==> src/rtl/bcr_pkg.sv <==
package bcr_pkg;
    localparam int WORD_W   = 16;
    localparam int INDEX_W  = 2;

    typedef enum logic [INDEX_W-1:0] {
        W_STATUS = 2'd0,
        W_FILLER = 2'd1,
        W_PCTL   = 2'd2,
        W_PADDR  = 2'd3
    } word_e;

    // status bit positions
    localparam int SB_RESET = 15;
    localparam int SB_ONAIR = 14;
    localparam int SB_ATTN  = 13;
    localparam int SB_IEN   = 12;
    localparam int SB_PIEN  = 11;
    localparam int SB_PFLAG = 9;
    localparam int SB_CFLAG = 8;
    localparam int SB_P2    = 5;
    localparam int SB_SIZE  = 4;

    // parity-control bit positions
    localparam int PB_ACK   = 8;
    localparam int PB_SRC   = 7;
    localparam int PB_LANE  = 6;

    localparam logic [WORD_W-1:0] STATUS_WMASK = 16'hF83F;

    typedef enum logic [1:0] {
        ATTN_IDLE  = 2'd0,
        ATTN_PULSE = 2'd1,
        ATTN_HOLD  = 2'd2
    } attn_st_e;

    typedef enum logic {
        PE_IDLE = 1'b0,
        PE_HELD = 1'b1
    } pe_st_e;
endpackage

==> src/rtl/bcr_sync.sv <==
module bcr_sync #(
    parameter int STAGES = 2
) (
    input  logic clk,
    input  logic rst_n,
    input  logic d_async,
    output logic q_sync
);
    logic [STAGES-1:0] stage_q;

    generate
        for (genvar i = 0; i < STAGES; i++) begin : g_stage
            if (i == 0) begin : g_first
                always_ff @(posedge clk) begin
                    if (!rst_n) stage_q[i] <= 1'b0;
                    else        stage_q[i] <= d_async;
                end
            end else begin : g_next
                always_ff @(posedge clk) begin
                    if (!rst_n) stage_q[i] <= 1'b0;
                    else        stage_q[i] <= stage_q[i-1];
                end
            end
        end
    endgenerate

    assign q_sync = stage_q[STAGES-1];
endmodule

==> src/rtl/bcr_attn_fsm.sv <==
module bcr_attn_fsm
    import bcr_pkg::*;
(
    input  logic clk,
    input  logic rst_n,
    input  logic attn_bit,
    output logic attn_pulse
);
    attn_st_e state_q, state_d;

    always_ff @(posedge clk) begin
        if (!rst_n) state_q <= ATTN_IDLE;
        else        state_q <= state_d;
    end

    always_comb begin
        state_d = state_q;
        unique case (state_q)
            ATTN_IDLE:  if (attn_bit) state_d = ATTN_PULSE;
            ATTN_PULSE: state_d = attn_bit ? ATTN_HOLD : ATTN_IDLE;
            ATTN_HOLD:  if (!attn_bit) state_d = ATTN_IDLE;
            default:    state_d = ATTN_IDLE;
        endcase
    end

    always_comb begin
        attn_pulse = (state_q == ATTN_PULSE);
    end
endmodule

==> src/rtl/bcr_perr_fsm.sv <==
module bcr_perr_fsm
    import bcr_pkg::*;
#(
    parameter int HI_W = 4,
    parameter int LO_W = 16
) (
    input  logic            clk,
    input  logic            rst_n,
    input  logic            err_valid,
    input  logic [HI_W-1:0] err_hi,
    input  logic [LO_W-1:0] err_lo,
    input  logic            err_lane,
    input  logic            err_src,
    input  logic            ack,
    output logic            flag,
    output logic [HI_W-1:0] cap_hi,
    output logic [LO_W-1:0] cap_lo,
    output logic            cap_lane,
    output logic            cap_src
);
    pe_st_e state_q, state_d;
    logic   take;

    always_ff @(posedge clk) begin
        if (!rst_n) state_q <= PE_IDLE;
        else        state_q <= state_d;
    end

    always_comb begin
        state_d = state_q;
        take    = 1'b0;
        unique case (state_q)
            PE_IDLE: if (err_valid) begin
                state_d = PE_HELD;
                take    = 1'b1;
            end
            PE_HELD: if (ack) state_d = PE_IDLE;
            default: state_d = PE_IDLE;
        endcase
    end

    always_ff @(posedge clk) begin
        if (!rst_n) begin
            cap_hi   <= '0;
            cap_lo   <= '0;
            cap_lane <= 1'b0;
            cap_src  <= 1'b0;
        end else if (take) begin
            cap_hi   <= err_hi;
            cap_lo   <= err_lo;
            cap_lane <= err_lane;
            cap_src  <= err_src;
        end
    end

    always_comb begin
        flag = (state_q == PE_HELD);
    end
endmodule

==> src/rtl/bcr_board_ctl.sv <==
module bcr_board_ctl
    import bcr_pkg::*;
#(
    parameter int HI_W        = 4,
    parameter int SYNC_STAGES = 2
) (
    input  logic                clk,
    input  logic                rst_n,
    input  logic                host_en,
    input  logic                host_we,
    input  logic [INDEX_W-1:0]  host_word,
    input  logic [WORD_W-1:0]   host_wdata,
    output logic [WORD_W-1:0]   host_rdata,
    input  logic                chip_irq_in,
    input  logic                perr_valid,
    input  logic [HI_W-1:0]     perr_addr_hi,
    input  logic [WORD_W-1:0]   perr_addr_lo,
    input  logic                perr_lane,
    input  logic                perr_src,
    output logic                ctl_reset,
    output logic                ctl_onair,
    output logic                ctl_attn,
    output logic                host_irq,
    output logic                p2_enable,
    output logic                ram_size_sel,
    output logic [HI_W-1:0]     ram_addr_hi
);
    localparam int PAD_W = 6 - HI_W;

    logic [WORD_W-1:0] stat_q;
    logic              chip_flag;
    logic              perr_flag;
    logic [HI_W-1:0]   cap_hi;
    logic [WORD_W-1:0] cap_lo;
    logic              cap_lane;
    logic              cap_src;
    logic              wr_stat, wr_pctl, ack;
    logic [WORD_W-1:0] stat_view, pctl_view, rd_mux;

    assign wr_stat = host_en && host_we && (host_word == W_STATUS);
    assign wr_pctl = host_en && host_we && (host_word == W_PCTL);
    assign ack     = wr_pctl && host_wdata[PB_ACK];

    always_ff @(posedge clk) begin
        if (!rst_n)       stat_q <= '0;
        else if (wr_stat) stat_q <= host_wdata & STATUS_WMASK;
    end

    bcr_sync #(.STAGES(SYNC_STAGES)) u_sync (
        .clk     (clk),
        .rst_n   (rst_n),
        .d_async (chip_irq_in),
        .q_sync  (chip_flag)
    );

    bcr_attn_fsm u_attn (
        .clk        (clk),
        .rst_n      (rst_n),
        .attn_bit   (stat_q[SB_ATTN]),
        .attn_pulse (ctl_attn)
    );

    bcr_perr_fsm #(.HI_W(HI_W), .LO_W(WORD_W)) u_perr (
        .clk      (clk),
        .rst_n    (rst_n),
        .err_valid(perr_valid),
        .err_hi   (perr_addr_hi),
        .err_lo   (perr_addr_lo),
        .err_lane (perr_lane),
        .err_src  (perr_src),
        .ack      (ack),
        .flag     (perr_flag),
        .cap_hi   (cap_hi),
        .cap_lo   (cap_lo),
        .cap_lane (cap_lane),
        .cap_src  (cap_src)
    );

    always_comb begin
        stat_view           = stat_q;
        stat_view[SB_PFLAG] = perr_flag;
        stat_view[SB_CFLAG] = chip_flag;
        pctl_view           = {7'b0, 1'b0, cap_src, cap_lane, {PAD_W{1'b0}}, cap_hi};
    end

    always_comb begin
        rd_mux = '0;
        unique case (host_word)
            W_STATUS: rd_mux = stat_view;
            W_FILLER: rd_mux = '0;
            W_PCTL:   rd_mux = pctl_view;
            W_PADDR:  rd_mux = cap_lo;
            default:  rd_mux = '0;
        endcase
    end

    always_ff @(posedge clk) begin
        if (!rst_n)                   host_rdata <= '0;
        else if (host_en && !host_we) host_rdata <= rd_mux;
    end

    assign ctl_reset    = stat_q[SB_RESET];
    assign ctl_onair    = stat_q[SB_ONAIR];
    assign p2_enable    = stat_q[SB_P2];
    assign ram_size_sel = stat_q[SB_SIZE];
    assign ram_addr_hi  = stat_q[HI_W-1:0];
    assign host_irq     = (chip_flag && stat_q[SB_IEN]) || (perr_flag && stat_q[SB_PIEN]);
endmodule

==> config.mk <==
export PLATFORM = sky130hd
export DESIGN_NAME = bcr_board_ctl
export DESIGN_NICKNAME = d
export VERILOG_FILES = /design/src/rtl/bcr_pkg.sv /design/src/rtl/bcr_sync.sv /design/src/rtl/bcr_attn_fsm.sv /design/src/rtl/bcr_perr_fsm.sv /design/src/rtl/bcr_board_ctl.sv
export SDC_FILE = /design/constraint.sdc
export NUM_CORES = 1
export LEC_CHECK = 0
export BUFFER_PORTS_ARGS = -buffer_cell sky130_fd_sc_hd__buf_4
export CELL_PAD_IN_SITES_DETAIL_PLACEMENT = 0
export CELL_PAD_IN_SITES_GLOBAL_PLACEMENT = 1
export CORE_MARGIN = 8
export CORE_UTILIZATION = 39
export CTS_CLUSTER_SIZE = 40
export DETAILED_ROUTE_END_ITERATION = 12
export PLACE_DENSITY = 0.9
export SETUP_SLACK_MARGIN = 0.2
export SYNTH_ARGS = -nofsm -noshare
export SYNTH_HDL_FRONTEND = slang
export SYNTH_SLANG_ARGS = --single-unit
==> constraint.sdc <==
create_clock -name clk -period 1.7 [get_ports clk]
set_clock_uncertainty 0.05 [all_clocks]
set_input_delay 0.17 -clock clk [delete_from_list [all_inputs] [get_ports clk]]
set_output_delay 0.17 -clock clk [all_outputs]
set_load 0.05 [all_outputs]
==> results of run 1 <==
## cell families after synthesis
kind of cell           count (synthesis)  synth area share, %
AO/OA/AOI/OAI                         60                20.49
XOR/XNOR                               1               0.3962
buffers and inverters                 21                6.056
flip-flops                            54                48.90
multiplexers                           4                1.811
AND/OR/NAND/NOR                      103                22.35
## synth_stat cells (4+ instances only)
cell | count | area, um2
sky130_fd_sc_hd__nor2b_1 | 4 | 25.02
sky130_fd_sc_hd__and3_1 | 9 | 56.30
sky130_fd_sc_hd__a21oi_1 | 5 | 25.02
sky130_fd_sc_hd__a21boi_1 | 34 | 255.2
sky130_fd_sc_hd__nand2_1 | 69 | 259.0
sky130_fd_sc_hd__nand3_1 | 4 | 20.02
sky130_fd_sc_hd__o21a_1 | 4 | 30.03
sky130_fd_sc_hd__a221o_1 | 10 | 100.1
sky130_fd_sc_hd__buf_2 | 10 | 50.05
sky130_fd_sc_hd__dfxtp_1 | 54 | 1081
sky130_fd_sc_hd__buf_4 | 5 | 37.54
sky130_fd_sc_hd__mux2i_1 | 4 | 40.04
## report_power, final
group	total (mW)	leakage, nW	switching (mW)	internal (mW)
logic	0.313	0.745	0.168	0.146
clock network	1.03	0.0714	0.406	0.628
registers	1.34	0.440	0.0275	1.31
## placed cells by master, fill, tap and decap left out, types with 2 or more instances in the layout
cell type	n
sky130_fd_sc_hd__and3_1	9
sky130_fd_sc_hd__a21oi_1	5
sky130_fd_sc_hd__o21ai_0	3
sky130_fd_sc_hd__nand2b_1	2
sky130_fd_sc_hd__nand2_1	69
sky130_fd_sc_hd__nor2b_1	4
sky130_fd_sc_hd__nor2_1	2
sky130_fd_sc_hd__nand3_1	4
sky130_fd_sc_hd__a221o_1	10
sky130_fd_sc_hd__o21a_1	4
sky130_fd_sc_hd__dfxtp_1	54
sky130_fd_sc_hd__mux2i_1	4
sky130_fd_sc_hd__bufinv_16	2
sky130_fd_sc_hd__and2_1	3
sky130_fd_sc_hd__a21boi_1	34
sky130_fd_sc_hd__o21ai_1	2
sky130_fd_sc_hd__and4_1	3
sky130_fd_sc_hd__clkbuf_8	6
sky130_fd_sc_hd__buf_4	76
## path summary, 6_finish.rpt
| kind | to | slack, ps |
|---|---|---|
| max | host_irq | 380 |
| min | u_sync.stage_q[0]$_SDFF_PN0_ | 20 |
| max reg2reg | u_perr.cap_hi[3]$_SDFFE_PN0P_ | 560 |
| min reg2reg | u_sync.q_sync$_SDFF_PN0_ | 390 |
## flip-flops by register name, summed over array words and instances (netlist names), 2 cells and up
register,flops
u_attn.state_q,2
u_perr.cap_hi,4
stat_q,11
u_perr.cap_lo,16
host_rdata,16
## cell type report
type	count	area, um2
timing repair buffer	76	570.5
multi-input combinational	168	996.0
tap	72	90.09
clock inverter	2	60.06
sequential	54	1081
clock buffer	6	82.58
fill	532	2626
## layer usage
metal | up-vias | routed length, um | GRT usage [%] | share of wire, %
li1 | 952 | - | - | -
met1 | 859 | 2556 | 17.01 | 46
met2 | 59 | 2511 | 20.62 | 45
met3 | 6 | 404 | 4.609 | 7.3
met4 | 0 | 49 | 3.274 | 0.89
met5 | - | 0 | 0 | 0
## stage by stage
stage	cell area, um2	hold WS (ps)	total power [mW]
after floorplan	2211	247.3	1.547
after global placement	2738	330.9	1.681
after detailed placement	2738	332.7	1.684
after CTS	2880	16.60	2.708
after global routing	2880	9.735	2.792
final	2880	17.97	2.687
## critical path, cell delays in order, from the launching register on
cell	delay, ps
sky130_fd_sc_hd__dfxtp_1	430
sky130_fd_sc_hd__a22o_1	170
sky130_fd_sc_hd__buf_4	200
==> flow_metrics.env, run 1 <==
export IMPL_core_region_area_um2=5507
export IMPL_worst_setup_path_end_kind="output port"
export IMPL_reg2reg_from="u_perr.flag$_SDFF_PN0_"
export IMPL_crit_type="reg2out"
export IMPL_avgRoutedWirePerCell_um=14.61
export IMPL_timing_hold_worst_class="in2reg"
export IMPL_ys_seq_elements=54
export IMPL_postSynthNetCount=289
export IMPL_die_w_um=91.29
export IMPL_area_delta_synth_final_pct=30.28
export IMPL_first_global_vias=1887
export IMPL_timing_critical_path_required_ps=1480
export IMPL_grt_antenna_before_repair=0
export IMPL_worst_skew_pair_later_pin_latency_ps=300
export IMPL_clock_pin_slew_on_the_worst_setup_and_hold_paths_ps=90
export IMPL_startpoint_type="flip-flop"
export IMPL_die_area_um2=8334
export IMPL_largest_net_degree_at_the_start_of_global_routing=41
export IMPL_post_route_min_period_ps=1321
export IMPL_hold_path_depth=2
export IMPL_antenna_violating_nets_post_route=0
export IMPL_count_of_non_filler_cells_in_the_finished_layout=378
export IMPL_synth_yosys_warnings=0
export IMPL_route_detailed_vias_per_inst=4.963
export IMPL_yosys_most_used_dff="sky130_fd_sc_hd__dfxtp_1"
export IMPL_synth_edff_count=0
export IMPL_post_cts_hold_buffer_count=0
export IMPL_cts_buffer_depth=2
export IMPL_fin_crit_sh_pct=77.70
export IMPL_post_cts_resize_count=0
export IMPL_maxSlewViolCount=0
export IMPL_post_synth_num_cell_types=31
export IMPL_setup_repair_after_global_routing_missed_its_margin="false"
export IMPL_grt_usage_pct=13.23
export IMPL_finish_net_count=351
export IMPL_reg2regPathDepth=4
export IMPL_grt_pass1_wl_um=9094
export IMPL_die_height_um=91.29
export IMPL_layout_drive_gt1_share_pct=28.10
export IMPL_final_routed_wirelength_across_all_metal_layers_um=5522
export IMPL_timing_fmax_mhz=757.0
export IMPL_cts_tree="yes"
export IMPL_numCtsBuffers=5
export IMPL_hold_start="chip_irq_in"
export IMPL_synth_yosys_seq_area_share_pct=48.90
export IMPL_dpl_cell_count=370
export IMPL_critical_path_max_fanout=6
export IMPL_post_route_drc_count=0
export IMPL_cp_data_arrival_time_ps=1100
export IMPL_drt_pass1_iterations=4
export IMPL_dp_slack_ps=156.8
export IMPL_cap_violations=0
export IMPL_pwr_density_cell_nw_per_um2=933.0
export IMPL_clock_sinks=54
export IMPL_antenna_diode_count=0
export IMPL_synthesis_area_um2=2211
export IMPL_initial_core_util_pct=40.15
export IMPL_outcome="finished clean"
export IMPL_worst_setup_path_startpoint="u_perr.flag$_SDFF_PN0_"
export IMPL_static_leakage_nw=1.257
export IMPL_setup_slack_ps=379.0
export IMPL_totalNegativeSetupSlack_ps=0
export IMPL_io_pins=72
export IMPL_worst_slew_pin_transition_ps=833.1
export IMPL_gr_total_overflow=0
export IMPL_finish_utilization_pct=52.31
export IMPL_synthesis_instances=243
export IMPL_post_cts_buffers=0
export IMPL_dr_total_vias=1876
export IMPL_ir_worst_vdd_v=0.0004351
export IMPL_gp_congestion=0.7309
export IMPL_timing_max_slew_rel_slack_pct=44.25
export IMPL_place_detailed_hpwl_um=4033
export IMPL_cts_root_buffer_cell="sky130_fd_sc_hd__clkbuf_8"
export IMPL_violation_count_after_the_first_detailed_routing_iteration=111
export IMPL_async_reset_ff_share_pct=0
export IMPL_setup_violations_final=0
export IMPL_port_buffers=67
export IMPL_floorplan_rows=27
export IMPL_hold_viol_final=0
export IMPL_syn_avg_cell_area_um2=9.098
export IMPL_htree_levels=2
Power figures use the tool's default switching activity.
==> run 2: changes to the inputs <==
CORE_UTILIZATION = 33   (was 39)
PLACE_DENSITY = 0.82   (was 0.9)
clock period = 1.2 ns   (was 1.7 ns; I/O delays follow)
==> flow_metrics.env, run 2 (same netlist as run 1, synthesis figures left out) <==
export IMPL_violations="setup timing"
export IMPL_timing_fmax_mhz=787.4
export IMPL_critical_path_max_fanout=2
export IMPL_static_leakage_nw=1.461
export IMPL_crit_type="reg2out"
export IMPL_layout_drive_gt1_share_pct=43.07
export IMPL_htree_levels=2
export IMPL_dr_total_vias=2004
export IMPL_antenna_violating_nets_post_route=0
export IMPL_layout_cells_most_common_list="sky130_fd_sc_hd__nand2_1, sky130_fd_sc_hd__buf_4, sky130_fd_sc_hd__a21boi_1, sky130_fd_sc_hd__dfxtp_1, sky130_fd_sc_hd__buf_8"
export IMPL_placedInstanceArea_um2=2840
export IMPL_fin_crit_sh_pct=105.8
export IMPL_n_fill_cell=598
export IMPL_avgRoutedWirePerCell_um=15.25
export IMPL_die_area_um2=9575
export IMPL_cap_violations=0
export IMPL_totalNegativeSetupSlack_ps=-70.01
export IMPL_finalInstanceArea_um2=3400
export IMPL_core_region_area_um2=6644
export IMPL_gp_congestion=0.7118
export IMPL_grt_pass1_wl_um=10250
export IMPL_port_buffers=67
export IMPL_maxSlewViolCount=0
export IMPL_worst_slew_pin_transition_ps=487.8
export IMPL_cp_data_arrival_time_ps=1100
export IMPL_worst_setup_path_end_kind="output port"
export IMPL_worst_skew_pair_later_pin_latency_ps=300
export IMPL_initial_core_util_pct=33.28
export IMPL_timing_reg2reg_setup_slack_ps=20
export IMPL_floorplan_rows=30
export IMPL_area_delta_synth_final_pct=53.76
export IMPL_post_route_drc_count=0
export IMPL_die_height_um=97.85
export IMPL_power_total_mw=3.704
export IMPL_reg2reg_from="u_perr.flag$_SDFF_PN0_"
export IMPL_clock_sinks=54
export IMPL_ir_worst_vdd_v=0.0004639
export IMPL_outcome="complete, but fails checks"
export IMPL_cts_buffer_depth=2
export IMPL_setup_slack_ps=-70.01
export IMPL_cts_root_buffer_cell="sky130_fd_sc_hd__clkbuf_8"
export IMPL_timing_critical_path_required_ps=1030
export IMPL_setup_repair_after_global_routing_missed_its_margin="true"
export IMPL_post_route_min_period_ps=1270
export IMPL_mostFrequentLayoutCell="sky130_fd_sc_hd__nand2_1"
export IMPL_grt_usage_pct=13.17
export IMPL_setup_violations_final=1
export IMPL_finish_utilization_pct=51.17
export IMPL_startpoint_type="flip-flop"
export IMPL_grt_antenna_before_repair=0
export IMPL_die_w_um=97.85
export IMPL_worst_setup_path_startpoint="u_perr.flag$_SDFF_PN0_"
export IMPL_first_global_vias=2067
export IMPL_route_detailed_vias_per_inst=4.864
export IMPL_violation_count_after_the_first_detailed_routing_iteration=108
export IMPL_cts_tree="yes"
export IMPL_drt_pass1_iterations=4
export IMPL_biggestRegsByFlops="host_rdata x16, u_perr.cap_lo x16, stat_q x11"
export IMPL_timing_max_slew_rel_slack_pct=67.44
export IMPL_clock_pin_slew_on_the_worst_setup_and_hold_paths_ps=90
export IMPL_antenna_diode_count=0
export IMPL_hold_viol_final=0
export IMPL_hold_start="perr_addr_hi[3]"
export IMPL_finish_net_count=378
export IMPL_place_detailed_hpwl_um=4563
export IMPL_io_pins=72
export IMPL_timing_hold_worst_class="in2reg"
export IMPL_final_routed_wirelength_across_all_metal_layers_um=6284
export IMPL_pwr_density_cell_nw_per_um2=1090
export IMPL_largest_net_degree_at_the_start_of_global_routing=24
export IMPL_gr_total_overflow=0
export IMPL_numCtsBuffers=5
## run 2: cell types whose count changed in the layout (fill, tap and decap cells not counted), sizes merged
cell         change
bufinv           -1
dlygate4sd3      +7
buf             +20
## run 2: layout make-up
class                      instances  area, um2  area share [%]
clock buffer                       6      82.58           2.429
clock inverter                     1      30.03          0.8833
multi-input combinational        168       1051           30.92
sequential                        54       1127           33.16
tap                               80      100.1           2.944
timing repair buffer             103       1008           29.67
## run 2: path summary, 6_finish.rpt
check	endpoint	cells past startpoint
hold reg to reg	u_sync.q_sync$_SDFF_PN0_	1
setup / recovery	host_irq	3
setup reg to reg	u_perr.cap_lo[5]$_SDFFE_PN0P_	6
hold / removal	u_perr.cap_hi[3]$_SDFFE_PN0P_	3
## run 2: per-stage QoR
step           hold WS, ps  cells  setup slack (ps)
2_1_floorplan        197.3    243             204.2
3_3_place_gp         288.1    387            -163.9
3_5_place_dp         282.2    387            -210.0
4_1_cts              1.381    411            -94.84
5_1_grt             0.4127    412            -113.6
6_report             5.577    412            -70.01
## run 2: metal layers
metal | wire length, um | share of wire (%) | GRT usage (%)
met5 | 0 | 0 | 0
met3 | 361 | 5.7 | 4.339
met2 | 3035 | 48 | 21.71
met4 | 31 | 0.49 | 3.237
met1 | 2856 | 45 | 16.06
## run 2: repair_timing
item / in CTS / in global routing
endpoints found under the hold margin: 6 / 1
cloned: 2 / 0
pin swaps: 1 / 6
hold buffers: 6 / 1
resized for setup: 72 / 22
endpoints found under the setup margin: 58 / 46
buffers inserted: 9 / 0
## run 2: critical path: stages, from the launching register on
cell and delay (ps):
sky130_fd_sc_hd__dfxtp_4 360, sky130_fd_sc_hd__buf_6 110, sky130_fd_sc_hd__a22o_1 180, sky130_fd_sc_hd__buf_6 150
## run 2: power by group
part	leakage, nW	switching [mW]	total, mW	internal [mW]
registers	0.455	0.0423	1.90	1.85
logic	0.949	0.274	0.579	0.305
clock network	0.0573	0.561	1.23	0.668
total	1.46	0.877	3.70	2.83
==> run 3: changes to the inputs <==
PLACE_DENSITY = not set   (was 0.82)
PLACE_DENSITY_LB_ADDON = 0.1   (was not set)
==> flow_metrics.env, run 3 (same netlist as run 1, synthesis figures left out) <==
export IMPL_outcome="complete, but fails checks"
export IMPL_violations="setup timing"
export IMPL_grt_usage_pct=14.17
export IMPL_clock_pin_slew_on_the_worst_setup_and_hold_paths_ps=110
export IMPL_area_delta_synth_final_pct=70.52
export IMPL_mostFrequentLayoutCell="sky130_fd_sc_hd__buf_4"
export IMPL_port_buffers=67
export IMPL_layout_drive_gt1_share_pct=47.80
export IMPL_worst_skew_pair_later_pin_latency_ps=310
export IMPL_drt_pass1_iterations=4
export IMPL_biggestRegsByFlops="host_rdata x16, u_perr.cap_lo x16, stat_q x11"
export IMPL_pwr_density_cell_nw_per_um2=981.0
export IMPL_cap_violations=0
export IMPL_startpoint_type="flip-flop"
export IMPL_reg2reg_from="u_perr.flag$_SDFF_PN0_"
export IMPL_hold_path_endpoint="u_perr.flag$_SDFF_PN0_"
export IMPL_antenna_diode_count=0
export IMPL_finish_net_count=409
export IMPL_floorplan_rows=30
export IMPL_htree_levels=2
export IMPL_n_fill_cell=620
export IMPL_finalHoldWorstSlack_ps=56.05
export IMPL_hold_start="perr_valid"
export IMPL_die_w_um=97.85
export IMPL_gr_total_overflow=0
export IMPL_crit_type="reg2out"
export IMPL_io_pins=72
export IMPL_clock_sinks=54
export IMPL_worst_slew_pin_transition_ps=470.6
export IMPL_largest_net_degree_at_the_start_of_global_routing=31
export IMPL_hold_path_depth=3
export IMPL_grt_pass1_wl_um=11100
export IMPL_dr_total_vias=2127
export IMPL_setup_slack_ps=-22.01
export IMPL_core_region_area_um2=6644
export IMPL_post_route_drc_count=0
export IMPL_multi_input_area_um2=1116
export IMPL_timing_max_slew_rel_slack_pct=68.59
export IMPL_worst_setup_path_end_kind="output port"
export IMPL_antenna_violating_nets_post_route=0
export IMPL_die_area_um2=9575
export IMPL_fin_crit_sh_pct=101.8
export IMPL_hold_viol_final=0
export IMPL_setup_repair_after_global_routing_missed_its_margin="true"
export IMPL_critical_path_max_stage_delay_ps=350
export IMPL_cts_buffer_depth=2
export IMPL_critical_path_max_fanout=3
export IMPL_place_detailed_hpwl_um=4476
export IMPL_maxSlewViolCount=0
export IMPL_violation_count_after_the_first_detailed_routing_iteration=77
export IMPL_power_total_mw=3.698
export IMPL_timing_critical_path_required_ps=1030
export IMPL_timing_reg2reg_setup_slack_ps=60
export IMPL_cp_data_arrival_time_ps=1050
export IMPL_cts_root_buffer_cell="sky130_fd_sc_hd__clkbuf_8"
export IMPL_timing_hold_worst_class="in2reg"
export IMPL_first_global_vias=2236
export IMPL_gp_congestion=0.7537
export IMPL_worst_r2r_endpoint="u_perr.cap_lo[7]$_SDFFE_PN0P_"
export IMPL_reg2regPathDepth=5
export IMPL_timing_fmax_mhz=818.3
export IMPL_die_height_um=97.85
export IMPL_numCtsBuffers=5
export IMPL_dp_slack_ps=-185.8
export IMPL_crit_chain="a22o_1 > buf_6"
export IMPL_initial_core_util_pct=33.28
export IMPL_avgRoutedWirePerCell_um=15.10
export IMPL_ir_worst_vdd_v=0.0007038
export IMPL_layout_cells_most_common_list="sky130_fd_sc_hd__buf_4, sky130_fd_sc_hd__nand2_1, sky130_fd_sc_hd__dlygate4sd3_1, sky130_fd_sc_hd__a21boi_1, sky130_fd_sc_hd__dfxtp_2"
export IMPL_static_leakage_nw=1.608
export IMPL_final_routed_wirelength_across_all_metal_layers_um=6704
export IMPL_crit_path_top_delay_cell="sky130_fd_sc_hd__dfxtp_2"
export IMPL_grt_antenna_before_repair=0
export IMPL_register_area_um2=1124
export IMPL_setup_violations_final=1
export IMPL_route_detailed_vias_per_inst=4.791
export IMPL_post_route_min_period_ps=1222
export IMPL_cts_tree="yes"
run 3: changes by cell type in the layout (fill, tap and decap cells not counted), moves of 3 or more:
cell and delta:
sky130_fd_sc_hd__dlygate4sd3_1 +27, sky130_fd_sc_hd__nand2_1 -18, sky130_fd_sc_hd__nand2_2 +17, sky130_fd_sc_hd__dfxtp_2 +6, sky130_fd_sc_hd__a21boi_1 -4, sky130_fd_sc_hd__a21boi_2 +4, sky130_fd_sc_hd__dfxtp_1 -3, sky130_fd_sc_hd__dfxtp_4 -3
run 3: metrics by stage:
| step | area [um2] | instances | util [%] | setup TNS (ps) |
|---|---|---|---|---|
| 6_report | 3770 | 444 | 56.74 | -22.01 |
| 3_5_place_dp | 2845 | 386 | 42.82 | -2737 |
| 2_1_floorplan | 2236 | 243 | - | 0 |
| 5_1_grt | 3770 | 444 | 56.74 | -92.50 |
| 3_3_place_gp | 2845 | 386 | 42.82 | -2581 |
| 4_1_cts | 3686 | 442 | 55.48 | -22.69 |
run 3: critical path: cells and delay by family (launching register included):
family,cells,cell delay [ps]
compound gates,1,220
flops,1,350
buf+inv,1,160
run 3: final cells by class:
cell class	count	share of cell area (%)
Timing Repair Buffer	134	35.35
Sequential cell	54	29.80
Clock buffer	5	1.825
Tap cell	80	2.655
Clock inverter	3	0.7634
Multi-Input combinational cell	168	29.60
run 3: report_power, final:
| group | total, mW | internal [mW] | switching, mW |
|---|---|---|---|
| combinational | 0.682 | 0.376 | 0.305 |
| sequential | 1.90 | 1.86 | 0.0435 |
| clock | 1.11 | 0.439 | 0.674 |
run 3: metal layers:
metal | vias to the layer above | GRT usage, % | wire, um
met1 | 1003 | 16.98 | 2996
met5 | - | 0 | 0
met4 | 0 | 3.957 | 66
met2 | 53 | 24.24 | 3298
li1 | 1064 | - | -
met3 | 7 | 3.770 | 341
run 3: worst max path at each step:
stage	cells past startpoint	endpoint	slack, ps	startpoint
finish	2	host_irq	-20	stat_q[12]$_SDFFE_PN0P_
global route	2	host_irq	-70	stat_q[12]$_SDFFE_PN0P_
CTS	2	host_irq	-20	stat_q[12]$_SDFFE_PN0P_
detailed placement	4	host_rdata[4]$_SDFFE_PN0P_	-190	host_we
global placement	4	host_rdata[5]$_SDFFE_PN0P_	-170	host_we
floorplan	5	host_rdata[11]$_SDFFE_PN0P_	200	rst_n
run 3: timing repair:
| item | 4_1_cts | 5_1_grt |
|---|---|---|
| cloned | 2 | 0 |
| hold buffers | 34 | 0 |
| pin swaps | 0 | 4 |
| gates resized for setup | 102 | 19 |
| endpoints found under the hold margin | 34 | 0 |
| setup buffers | 12 | 2 |
| endpoints found under the setup margin | 58 | 55 |
